==> src/rtl/tl_pkg.sv <==
package tl_pkg;
  typedef enum logic [1:0] {
    SLOT_IDLE = 2'd0,
    SLOT_WAIT = 2'd1,
    SLOT_HOLD = 2'd2
  } slot_st_e;

  function automatic int unsigned id_w(int unsigned n);
    return (n > 1) ? $clog2(n) : 1;
  endfunction
endpackage

==> src/rtl/tl_lock_ctr.sv <==
module tl_lock_ctr #(
  parameter int N_REQ = 4,
  parameter int TW    = 3
) (
  input  logic          clk_i,
  input  logic          rst_ni,
  input  logic [TW-1:0] take_i,
  input  logic          adv_i,
  output logic [TW-1:0] tkt_o,
  output logic [TW-1:0] srv_o
);
  logic [TW-1:0] tkt_q, srv_q, outst;

  always_ff @(posedge clk_i or negedge rst_ni) begin
    if (!rst_ni) begin
      tkt_q <= '0;
      srv_q <= '0;
    end else begin
      tkt_q <= tkt_q + take_i;
      if (adv_i) srv_q <= srv_q + TW'(1);
    end
  end

  assign tkt_o = tkt_q;
  assign srv_o = srv_q;
  assign outst = tkt_q - srv_q;

  assert_serving_step_R5: assert property (@(posedge clk_i) disable iff (!rst_ni)
    adv_i |=> srv_q == $past(srv_q) + TW'(1));
  assert_serving_hold_R8: assert property (@(posedge clk_i) disable iff (!rst_ni)
    !adv_i |=> $stable(srv_q));
  assert_no_overflow_R11: assert property (@(posedge clk_i) disable iff (!rst_ni)
    outst <= TW'(N_REQ));
endmodule

==> src/rtl/tl_ticket_alloc.sv <==
module tl_ticket_alloc #(
  parameter int N_REQ  = 4,
  parameter int N_LOCK = 2,
  parameter int TW     = 3,
  parameter int LW     = 1
) (
  input  logic [N_REQ-1:0]     acq_ok_i,
  input  logic [N_REQ*LW-1:0]  lock_id_i,
  input  logic [N_LOCK*TW-1:0] tkt_i,
  output logic [N_REQ*TW-1:0]  ticket_o,
  output logic [N_LOCK*TW-1:0] take_o
);
  // same-cycle acquires on one lock: lower index gets the lower ticket
  always_comb begin
    ticket_o = '0;
    for (int r = 0; r < N_REQ; r++) begin
      logic [TW-1:0] off;
      logic [TW-1:0] base;
      off  = '0;
      base = '0;
      for (int j = 0; j < r; j++) begin
        if (acq_ok_i[j] && lock_id_i[j*LW +: LW] == lock_id_i[r*LW +: LW])
          off = off + TW'(1);
      end
      for (int l = 0; l < N_LOCK; l++) begin
        if (lock_id_i[r*LW +: LW] == LW'(l)) base = tkt_i[l*TW +: TW];
      end
      ticket_o[r*TW +: TW] = base + off;
    end
  end

  always_comb begin
    take_o = '0;
    for (int l = 0; l < N_LOCK; l++) begin
      logic [TW-1:0] cnt;
      cnt = '0;
      for (int r = 0; r < N_REQ; r++) begin
        if (acq_ok_i[r] && lock_id_i[r*LW +: LW] == LW'(l)) cnt = cnt + TW'(1);
      end
      take_o[l*TW +: TW] = cnt;
    end
  end
endmodule

==> src/rtl/tl_req_slot.sv <==
module tl_req_slot
  import tl_pkg::*;
#(
  parameter int TW = 3,
  parameter int LW = 1
) (
  input  logic          clk_i,
  input  logic          rst_ni,
  input  logic          acq_ok_i,
  input  logic [TW-1:0] ticket_i,
  input  logic [LW-1:0] lock_i,
  input  logic [TW-1:0] srv_i,
  input  logic          rel_i,
  output logic          idle_o,
  output logic          hold_o,
  output logic [LW-1:0] lock_o,
  output logic          rel_ok_o,
  output logic          rel_bad_o
);
  slot_st_e      st_q;
  logic [TW-1:0] tkt_q;
  logic [LW-1:0] lock_q;

  assign idle_o    = (st_q == SLOT_IDLE);
  assign hold_o    = (st_q == SLOT_HOLD);
  assign lock_o    = lock_q;
  assign rel_ok_o  = rel_i && hold_o && (lock_i == lock_q);
  assign rel_bad_o = rel_i && !rel_ok_o;

  always_ff @(posedge clk_i or negedge rst_ni) begin
    if (!rst_ni) begin
      st_q   <= SLOT_IDLE;
      tkt_q  <= '0;
      lock_q <= '0;
    end else begin
      unique case (st_q)
        SLOT_IDLE: if (acq_ok_i) begin
          st_q   <= SLOT_WAIT;
          tkt_q  <= ticket_i;
          lock_q <= lock_i;
        end
        SLOT_WAIT: if (srv_i == tkt_q) st_q <= SLOT_HOLD;
        SLOT_HOLD: if (rel_ok_o) st_q <= SLOT_IDLE;
        default:   st_q <= SLOT_IDLE;
      endcase
    end
  end

  assert_grant_hold_R7: assert property (@(posedge clk_i) disable iff (!rst_ni)
    hold_o && !rel_i |=> hold_o);
  assert_turn_grant_R5: assert property (@(posedge clk_i) disable iff (!rst_ni)
    st_q == SLOT_WAIT && srv_i == tkt_q |=> hold_o);
  assert_wait_stays_R3: assert property (@(posedge clk_i) disable iff (!rst_ni)
    st_q == SLOT_WAIT && srv_i != tkt_q |=> st_q == SLOT_WAIT);
  assert_reacq_ignored_R9: assert property (@(posedge clk_i) disable iff (!rst_ni)
    st_q == SLOT_WAIT |=> $stable(tkt_q));
endmodule

==> src/rtl/ticket_lock_mgr.sv <==
module ticket_lock_mgr
  import tl_pkg::*;
#(
  parameter int N_REQ  = 4,
  parameter int N_LOCK = 2,
  localparam int TW    = $clog2(N_REQ) + 1,
  localparam int LW    = id_w(N_LOCK)
) (
  input  logic                clk_i,
  input  logic                rst_ni,
  input  logic [N_REQ-1:0]    acq_i,
  input  logic [N_REQ-1:0]    rel_i,
  input  logic [N_REQ*LW-1:0] lock_id_i,
  output logic [N_REQ-1:0]    gnt_o,
  output logic                err_o
);
  logic [N_REQ-1:0]     idle, hold, rel_ok, rel_bad, acq_ok;
  logic [N_REQ*LW-1:0]  held_lock;
  logic [N_REQ*TW-1:0]  ticket, srv_sel;
  logic [N_LOCK*TW-1:0] tkt, srv, take;
  logic [N_LOCK-1:0]    adv;
  logic                 err_q;

  assign acq_ok = acq_i & idle;

  tl_ticket_alloc #(.N_REQ(N_REQ), .N_LOCK(N_LOCK), .TW(TW), .LW(LW)) u_alloc (
    .acq_ok_i (acq_ok),
    .lock_id_i(lock_id_i),
    .tkt_i    (tkt),
    .ticket_o (ticket),
    .take_o   (take)
  );

  for (genvar l = 0; l < N_LOCK; l++) begin : g_lock
    logic [N_REQ-1:0] owners;

    always_comb begin
      adv[l] = 1'b0;
      for (int r = 0; r < N_REQ; r++) begin
        owners[r] = hold[r] && held_lock[r*LW +: LW] == LW'(l);
        if (rel_ok[r] && held_lock[r*LW +: LW] == LW'(l)) adv[l] = 1'b1;
      end
    end

    tl_lock_ctr #(.N_REQ(N_REQ), .TW(TW)) u_ctr (
      .clk_i (clk_i),
      .rst_ni(rst_ni),
      .take_i(take[l*TW +: TW]),
      .adv_i (adv[l]),
      .tkt_o (tkt[l*TW +: TW]),
      .srv_o (srv[l*TW +: TW])
    );

    assert_one_holder_R6: assert property (@(posedge clk_i) disable iff (!rst_ni)
      $onehot0(owners));
  end

  for (genvar r = 0; r < N_REQ; r++) begin : g_req
    always_comb begin
      srv_sel[r*TW +: TW] = '0;
      for (int l = 0; l < N_LOCK; l++) begin
        if (held_lock[r*LW +: LW] == LW'(l)) srv_sel[r*TW +: TW] = srv[l*TW +: TW];
      end
    end

    tl_req_slot #(.TW(TW), .LW(LW)) u_slot (
      .clk_i    (clk_i),
      .rst_ni   (rst_ni),
      .acq_ok_i (acq_ok[r]),
      .ticket_i (ticket[r*TW +: TW]),
      .lock_i   (lock_id_i[r*LW +: LW]),
      .srv_i    (srv_sel[r*TW +: TW]),
      .rel_i    (rel_i[r]),
      .idle_o   (idle[r]),
      .hold_o   (hold[r]),
      .lock_o   (held_lock[r*LW +: LW]),
      .rel_ok_o (rel_ok[r]),
      .rel_bad_o(rel_bad[r])
    );
  end

  always_ff @(posedge clk_i or negedge rst_ni) begin
    if (!rst_ni) err_q <= 1'b0;
    else         err_q <= |rel_bad;
  end

  assign gnt_o = hold;
  assign err_o = err_q;

  assert_err_flag_R8: assert property (@(posedge clk_i) disable iff (!rst_ni)
    |(rel_i & ~gnt_o) |=> err_o);
  assert_err_quiet_R8: assert property (@(posedge clk_i) disable iff (!rst_ni)
    !(|rel_i) |=> !err_o);
  assert_single_rise_R6: assert property (@(posedge clk_i) disable iff (!rst_ni)
    $countones(gnt_o & ~$past(gnt_o)) <= N_LOCK);
endmodule

==> config.mk <==
export PLATFORM = sky130hd
export DESIGN_NAME = ticket_lock_mgr
export DESIGN_NICKNAME = d
export VERILOG_FILES = /design/src/rtl/tl_pkg.sv /design/src/rtl/tl_lock_ctr.sv /design/src/rtl/tl_ticket_alloc.sv /design/src/rtl/tl_req_slot.sv /design/src/rtl/ticket_lock_mgr.sv
export SDC_FILE = /design/constraint.sdc
export NUM_CORES = 1
export LEC_CHECK = 0
export CAP_MARGIN = 10
export CORE_MARGIN = 5
export CORE_UTILIZATION = 45
export CTS_CLUSTER_SIZE = 30
export DETAILED_ROUTE_END_ITERATION = 8
export SETUP_SLACK_MARGIN = 0.1
export SKIP_LAST_GASP = 1
export SLEW_MARGIN = 15
export SYNTH_ARGS = -nofsm -noshare
export SYNTH_HDL_FRONTEND = slang
export SYNTH_SLANG_ARGS = --single-unit
==> constraint.sdc <==
create_clock -name clk_i -period 5 [get_ports clk_i]
set_input_delay 1.5 -clock clk_i [delete_from_list [all_inputs] [get_ports clk_i]]
set_output_delay 1.5 -clock clk_i [all_outputs]
set_load 0.03 [all_outputs]
==> results of run 1 <==
[cells by family after synthesis]
kind of cell    share of synthesized area
compound gates                     0.0788
flops                               0.347
simple gates                        0.184
buf+inv                            0.0460
xor+xnor                            0.135
mux                                 0.108
fa+ha+maj                           0.100
[placed cells by master (no fill, tap or decap), drive strengths merged, types with 5 or more instances in the layout]
cell type,Yosys,final
xor2,21,21
nor2,23,23
dfrtp,37,37
ha,15,15
o21ai,10,10
nor3b,5,5
inv,14,14
nand2,38,38
buf,9,9
clkbuf,4,7
clkdlybuf4s50,0,17
mux2,7,7
mux2i,21,21
xnor2,20,20
nand3,6,6
[per-stage QoR]
| step | instances | instance area [sq um] |
|---|---|---|
| after CTS | 369 | 3040 |
| after global placement | 361 | 2930 |
| after global routing | 369 | 3040 |
| after floorplan | 273 | 2670 |
| final | 369 | 3040 |
| after detailed placement | 361 | 2930 |
[tightest hold or removal path, cell delays in order, from the launching register on]
cell and delay [ps]:
dfrtp_1 360, nand2_1 60, nand2_1 50
[registers in the layout (all words and copies together), names as in the netlist]
name and cells:
g_lock.u_ctr.tkt_o 6, g_lock.u_ctr.srv_o 6, err_o 1, g_req.u_slot.lock_o 4, g_req.u_slot.tkt_q 12, g_req.u_slot.st_q 8
[final cells by class]
cell class	instances	area [sq um]
Clock buffer	7	86.3
Clock inverter	1	30.0
Fill cell	538	2810
Inverter	14	52.6
Multi-Input combinational cell	209	1620
Sequential cell	37	926
Tap cell	75	93.8
Timing Repair Buffer	26	235
[worst max path at each step]
stage                 startpoint                  endpoint  slack (ps)  cells after the start
floorplan               acq_i[0]  g_lock[1].u_ctr.tkt_o[2]        1050                     10
global placement    lock_id_i[0]  g_lock[0].u_ctr.tkt_o[2]         590                     11
detailed placement  lock_id_i[0]  g_lock[0].u_ctr.tkt_o[2]         550                     11
CTS                 lock_id_i[0]  g_lock[0].u_ctr.tkt_o[2]         840                     11
global route        lock_id_i[0]  g_lock[0].u_ctr.tkt_o[2]         630                     12
finish              lock_id_i[0]  g_lock[0].u_ctr.tkt_o[2]         840                     12
[power breakdown]
part	switching (uW)	total, uW	internal [uW]
Combinational	359	736	377
Sequential	198	635	437
Clock	114	277	163
Total	671	1650	977
[per-layer routing]
metal  global-route usage  vias to the layer above  wire, um
li1                     -                      967         -
met1                0.214                      899      2770
met2                0.269                       24      2660
met3               0.0312                        8       160
met4               0.0510                        0        74
met5                    0                        -         0
==> qor.csv, run 1 <==
metric;value;unit
post-layout minimum cycle time;4160;ps
worst hold path cell count;2;
Max-Cap Viols;0;
initial core utilization;0.456;
Setup Buffers After CTS;0;
Mapped Cells;273;
Synth Register Bits;37;
CTS tree;built;
Worst R2R Setup Slack;2030;ps
RR Startpoint;g_req[0].u_slot.st_q[1];
Worst Hold End;g_req[1].u_slot.tkt_q[0];
GPL Wtd Cong;0.798;
Hold WS;500;ps
pre-CTS worst setup slack;551;ps
crit share post-route;0.831;
Commonest cells post-synth;38 x nand2_1, 37 x dfrtp_1, 22 x nor2_1, 21 x mux2i_1, 21 x xor2_1;
GRT Util Overall;0.163;
yosys warns;0;
initial antenna violation count;0;
Arr. time, crit path;4370;ps
number of synthesized flops with an enable pin;0;
cts hold-fix bufs;0;
largest net degree at the start of global routing;38;
post-synth top area share;0.347;
RSZ-0062 raised after global routing;false;
final count of negative-setup-slack endpoints;0;
Top FF cell, synth;dfrtp_1;
fmax;0.241;GHz
number of vias per cell;5.14;
TritonCTS Buffers;5;
H-tree depth;2;
CP Class;in2reg;
drt wl/cell;15.3;um
Setup TNS Final;0;ps
share of layout cells above drive strength 1;0.0986;
Rows;28;
global route total overflow;0;
Max Buffers Root-to-Sink;2;
Startpoint Class;primary input;
CP required;5220;ps
PwrDens;542;nW/um^2
Crit Path Max Fanout;5;
Post-route DRC;0;
final worst-path setup slack;844;ps
Area Overhead vs Synth;14.1;%
vias;1898;
Synth Net Count;306;
most frequent cell after synthesis;nand2_1;
first-pass GRT wire length;9.39;mm
R2R cell count;10;
Seq/Total Area, Yosys;0.347;
worst hold start;g_req[1].u_slot.tkt_q[0];
root buffer cell;clkbuf_8;
PostCTS Resize Cnt;0;
Die Wd;87.0;um
Worst R2R End;g_lock[1].u_ctr.tkt_o[2];
Final Slew Violations;0;
library cells used by synthesis;39;
Detailed Route WL;5.66;mm
Synth area leaders;dfrtp_1 35%, mux2i_1 7.9%, ha_1 7.0%, xor2_1 6.9%, xnor2_1 6.6%;
measured slew at the worst slew-check pin;867;ps
clock transition at the registers of the reported paths;80;ps
outcome;complete, no violations;
initial DRC count;65;
Synth area leader;dfrtp_1;
first-pass iteration count of the detailed router;4;
clk_skew;8.57;ps
Antenna Violating Nets Remaining;0;
vias in the first global route;1857;
Util after Layout;0.520;
CP cell instances;clkdlybuf4s50_1, nor4b_2, inv_1, ha_1, xor2_1, xor2_1, ha_1, inv_1, fa_1, xnor2_1, xnor2_1, xnor2_1;
worst min-delay path class;reg2reg;
Worst-Skew Late Latency;300;ps
slowest CP cell;clkdlybuf4s50_1;
Buf/Inv on CP;3;
Nets;326;
Mapped Area;2670;sq um
Slew HR;0.422;
Max stage delay on crit path;540;ps
# IOs;19;
DP HPWL;4.36;mm
Post-Syn Area per Cell;9.77;sq um
Peak supply drop;0.198;mV
delay-heaviest family, CP;XOR/XNOR gates;
area of the core;5850;sq um
port bufs;18;
Worst Setup End Kind;flip-flop;
most frequent CP cell;xnor2_1;
leakage;0.00136;uW
Die H;87.0;um
die area;7560;sq um
antenna cells;0;
Tot Pwr;1650;uW
Final Hold Viols;0;
Clock Sinks;37;
Async SR Flop Fraction;1.00;
Power figures use the tool's default switching activity.
==> run 2, diff against run 1 <==
Settings changed: PLACE_DENSITY set to 0.66.
Clock period 5 ns to 3.3 ns, I/O delays scaled along.
==> run 2 against run 1 <==
Sequential power rose by 55%. Wire length rose by 7.5%. Cell area rose by 7.7%. Clock skew fell by 3.8 ps. Clock power rose by 46%. Combinational power rose by 71%. Via count rose by 6.2%. Total power rose by 61%. Worst setup slack got worse by 620 ps. First-iteration DRC count rose by 55%. Global-route usage rose by 1.6 points. Die area did not move.
==> qor.csv, run 2 (same netlist as run 1, synthesis figures left out) <==
metric;value;unit;change
outcome;complete, no violations;;unchanged
CP required;3510;ps;was 5220 ps
worst hold path cell count;2;;unchanged
first-pass iteration count of the detailed router;4;;unchanged
# IOs;19;;unchanged
PwrDens;808;nW/um^2;was 542 nW/um^2
Max Buffers Root-to-Sink;2;;unchanged
die area;7560;sq um;unchanged
measured slew at the worst slew-check pin;840;ps;was 867 ps
Nets;345;;was 326
most frequent cells in the layout;37 x dfrtp_1, 35 x nand2_1, 26 x buf_4;;was 38 x nand2_1, 37 x dfrtp_1, 22 x nor2_1
crit share post-route;0.932;;
Antenna Violating Nets Remaining;0;;unchanged
worst hold start;g_req[1].u_slot.tkt_q[1];;was g_req[1].u_slot.tkt_q[0]
Startpoint Class;primary input;;unchanged
global route total overflow;0;;unchanged
drt wl/cell;15.7;um;was 15.3 um
Rows;28;;unchanged
share of layout cells above drive strength 1;0.214;;was 0.0986
vias;2015;;was 1898
Arr. time, crit path;3280;ps;was 4370 ps
TritonCTS Buffers;5;;unchanged
largest net degree at the start of global routing;38;;unchanged
clock transition at the registers of the reported paths;70;ps;was 80 ps
Worst R2R Setup Slack;560;ps;was 2030 ps
Die H;87.0;um;unchanged
Worst R2R End;g_lock[1].u_ctr.tkt_o[2];;unchanged
Worst Setup End Kind;flip-flop;;unchanged
leakage;0.00149;uW;was 0.00136 uW
initial antenna violation count;0;;unchanged
GPL Wtd Cong;0.850;;was 0.798
Final Hold Viols;0;;unchanged
clk_skew;4.81;ps;was 8.57 ps
GRT Util Overall;0.179;;was 0.163
number of vias per cell;5.19;;was 5.14
final count of negative-setup-slack endpoints;0;;unchanged
max reg flops;12;;unchanged
Area Overhead vs Synth;22.9;%;was 14.1%
Tot Pwr;2650;uW;was 1650 uW
most common cell after layout, fill and taps aside;dfrtp_1;;was nand2_1
antenna cells;0;;unchanged
Max-Cap Viols;0;;unchanged
Worst-Skew Late Latency;290;ps;was 300 ps
root buffer cell;clkbuf_8;;unchanged
first-pass GRT wire length;10.5;mm;was 9.39 mm
vias in the first global route;2072;;was 1857
Worst Hold End;g_req[1].u_slot.tkt_q[1];;was g_req[1].u_slot.tkt_q[0]
CP Class;in2reg;;unchanged
Clock Sinks;37;;unchanged
fmax;0.325;GHz;
Final Slew Violations;0;;unchanged
initial core utilization;0.456;;unchanged
H-tree depth;2;;unchanged
Slew HR;0.440;;was 0.422
RR Startpoint;g_req[0].u_slot.st_q[1];;unchanged
CTS tree;built;;unchanged
Crit Path Max Fanout;3;;was 5
Setup crit start;acq_i[1];;was lock_id_i[0]
RSZ-0062 raised after global routing;true;;was false
Post-route DRC;0;;unchanged
Peak supply drop;0.315;mV;was 0.198 mV
initial DRC count;101;;was 65
worst min-delay path class;reg2reg;;unchanged
R2R cell count;10;;unchanged
area of the core;5850;sq um;unchanged
DP HPWL;4.84;mm;was 4.36 mm
port bufs;18;;unchanged
Regs by FF count;g_req.u_slot.tkt_q: 12 flops, g_req.u_slot.st_q: 8 flops;;unchanged
Die Wd;87.0;um;unchanged
Hold WS;500;ps;about the same
Detailed Route WL;6.08;mm;was 5.66 mm
register name with the most flops;g_req.u_slot.tkt_q;;unchanged
post-layout minimum cycle time;3080;ps;
-- run 2: changes by cell type in the layout (fill, tap and decap cells not counted), sizes merged --
cell           delta
clkdlybuf4s50     -6
buf              +19
clkbuf            +3
dlygate4sd2       +3
-- run 2: critical path: stages --
cell	delay [ps]
dlygate4sd2_1	240
nor4b_4	290
inv_2	80
ha_4	280
xor2_2	170
xor2_1	190
ha_2	190
inv_2	40
fa_2	360
xnor2_2	140
xnor2_1	170
xnor2_1	140
-- run 2: layout make-up --
cell class                 instances  area (sq um)
timing repair buffer              45           363
tap                               75          93.8
inverter                          14          52.6
clock buffer                       7          86.3
multi-input combinational        209          1720
sequential                        37           926
clock inverter                     1          30.0
fill                             520          2570
-- run 2: what timing repair did --
| action | CTS | global route |
|---|---|---|
| hold buffers | 0 | 0 |
| endpoints found under the setup margin | 4 | 3 |
| buffers inserted | 0 | 1 |
| pin swaps | 12 | 14 |
| resized for setup | 11 | 9 |
-- run 2: layer usage --
layer	GRT usage	vias up	routed length [um]
li1	-	1003	-
met5	0	-	0
met1	0.238	976	2850
met3	0.0322	7	226
met2	0.302	29	2930
met4	0.0425	0	78
-- run 2: power by group --
part           internal [uW]  switching, uW  total, uW
Combinational            661            598       1260
Sequential               663            322        985
Clock                    246            159        405
Total                   1570           1080       2650
-- run 2: worst max-delay path by stage --
stage,endpoint,slack [ps]
after floorplan,g_lock[0].u_ctr.tkt_o[2],50
after global placement,g_req[3].u_slot.tkt_q[2],-360
after detailed placement,g_lock[0].u_ctr.tkt_o[2],-410
after CTS,g_lock[0].u_ctr.tkt_o[2],110
after global routing,g_lock[0].u_ctr.tkt_o[2],80
final,g_lock[0].u_ctr.tkt_o[2],220
-- run 2: per-stage QoR --
step           std cells   util  TNS [ps]  setup WS (ps)  cell area (sq um)
3_5_place_dp         379  0.537     -1670           -408               3140
3_3_place_gp         379  0.537     -1550           -359               3140
2_1_floorplan        273      -         0           52.7               2780
6_report             388  0.560         0            224               3280
4_1_cts              387  0.559         0            109               3270
5_1_grt              388  0.560         0           76.5               3280
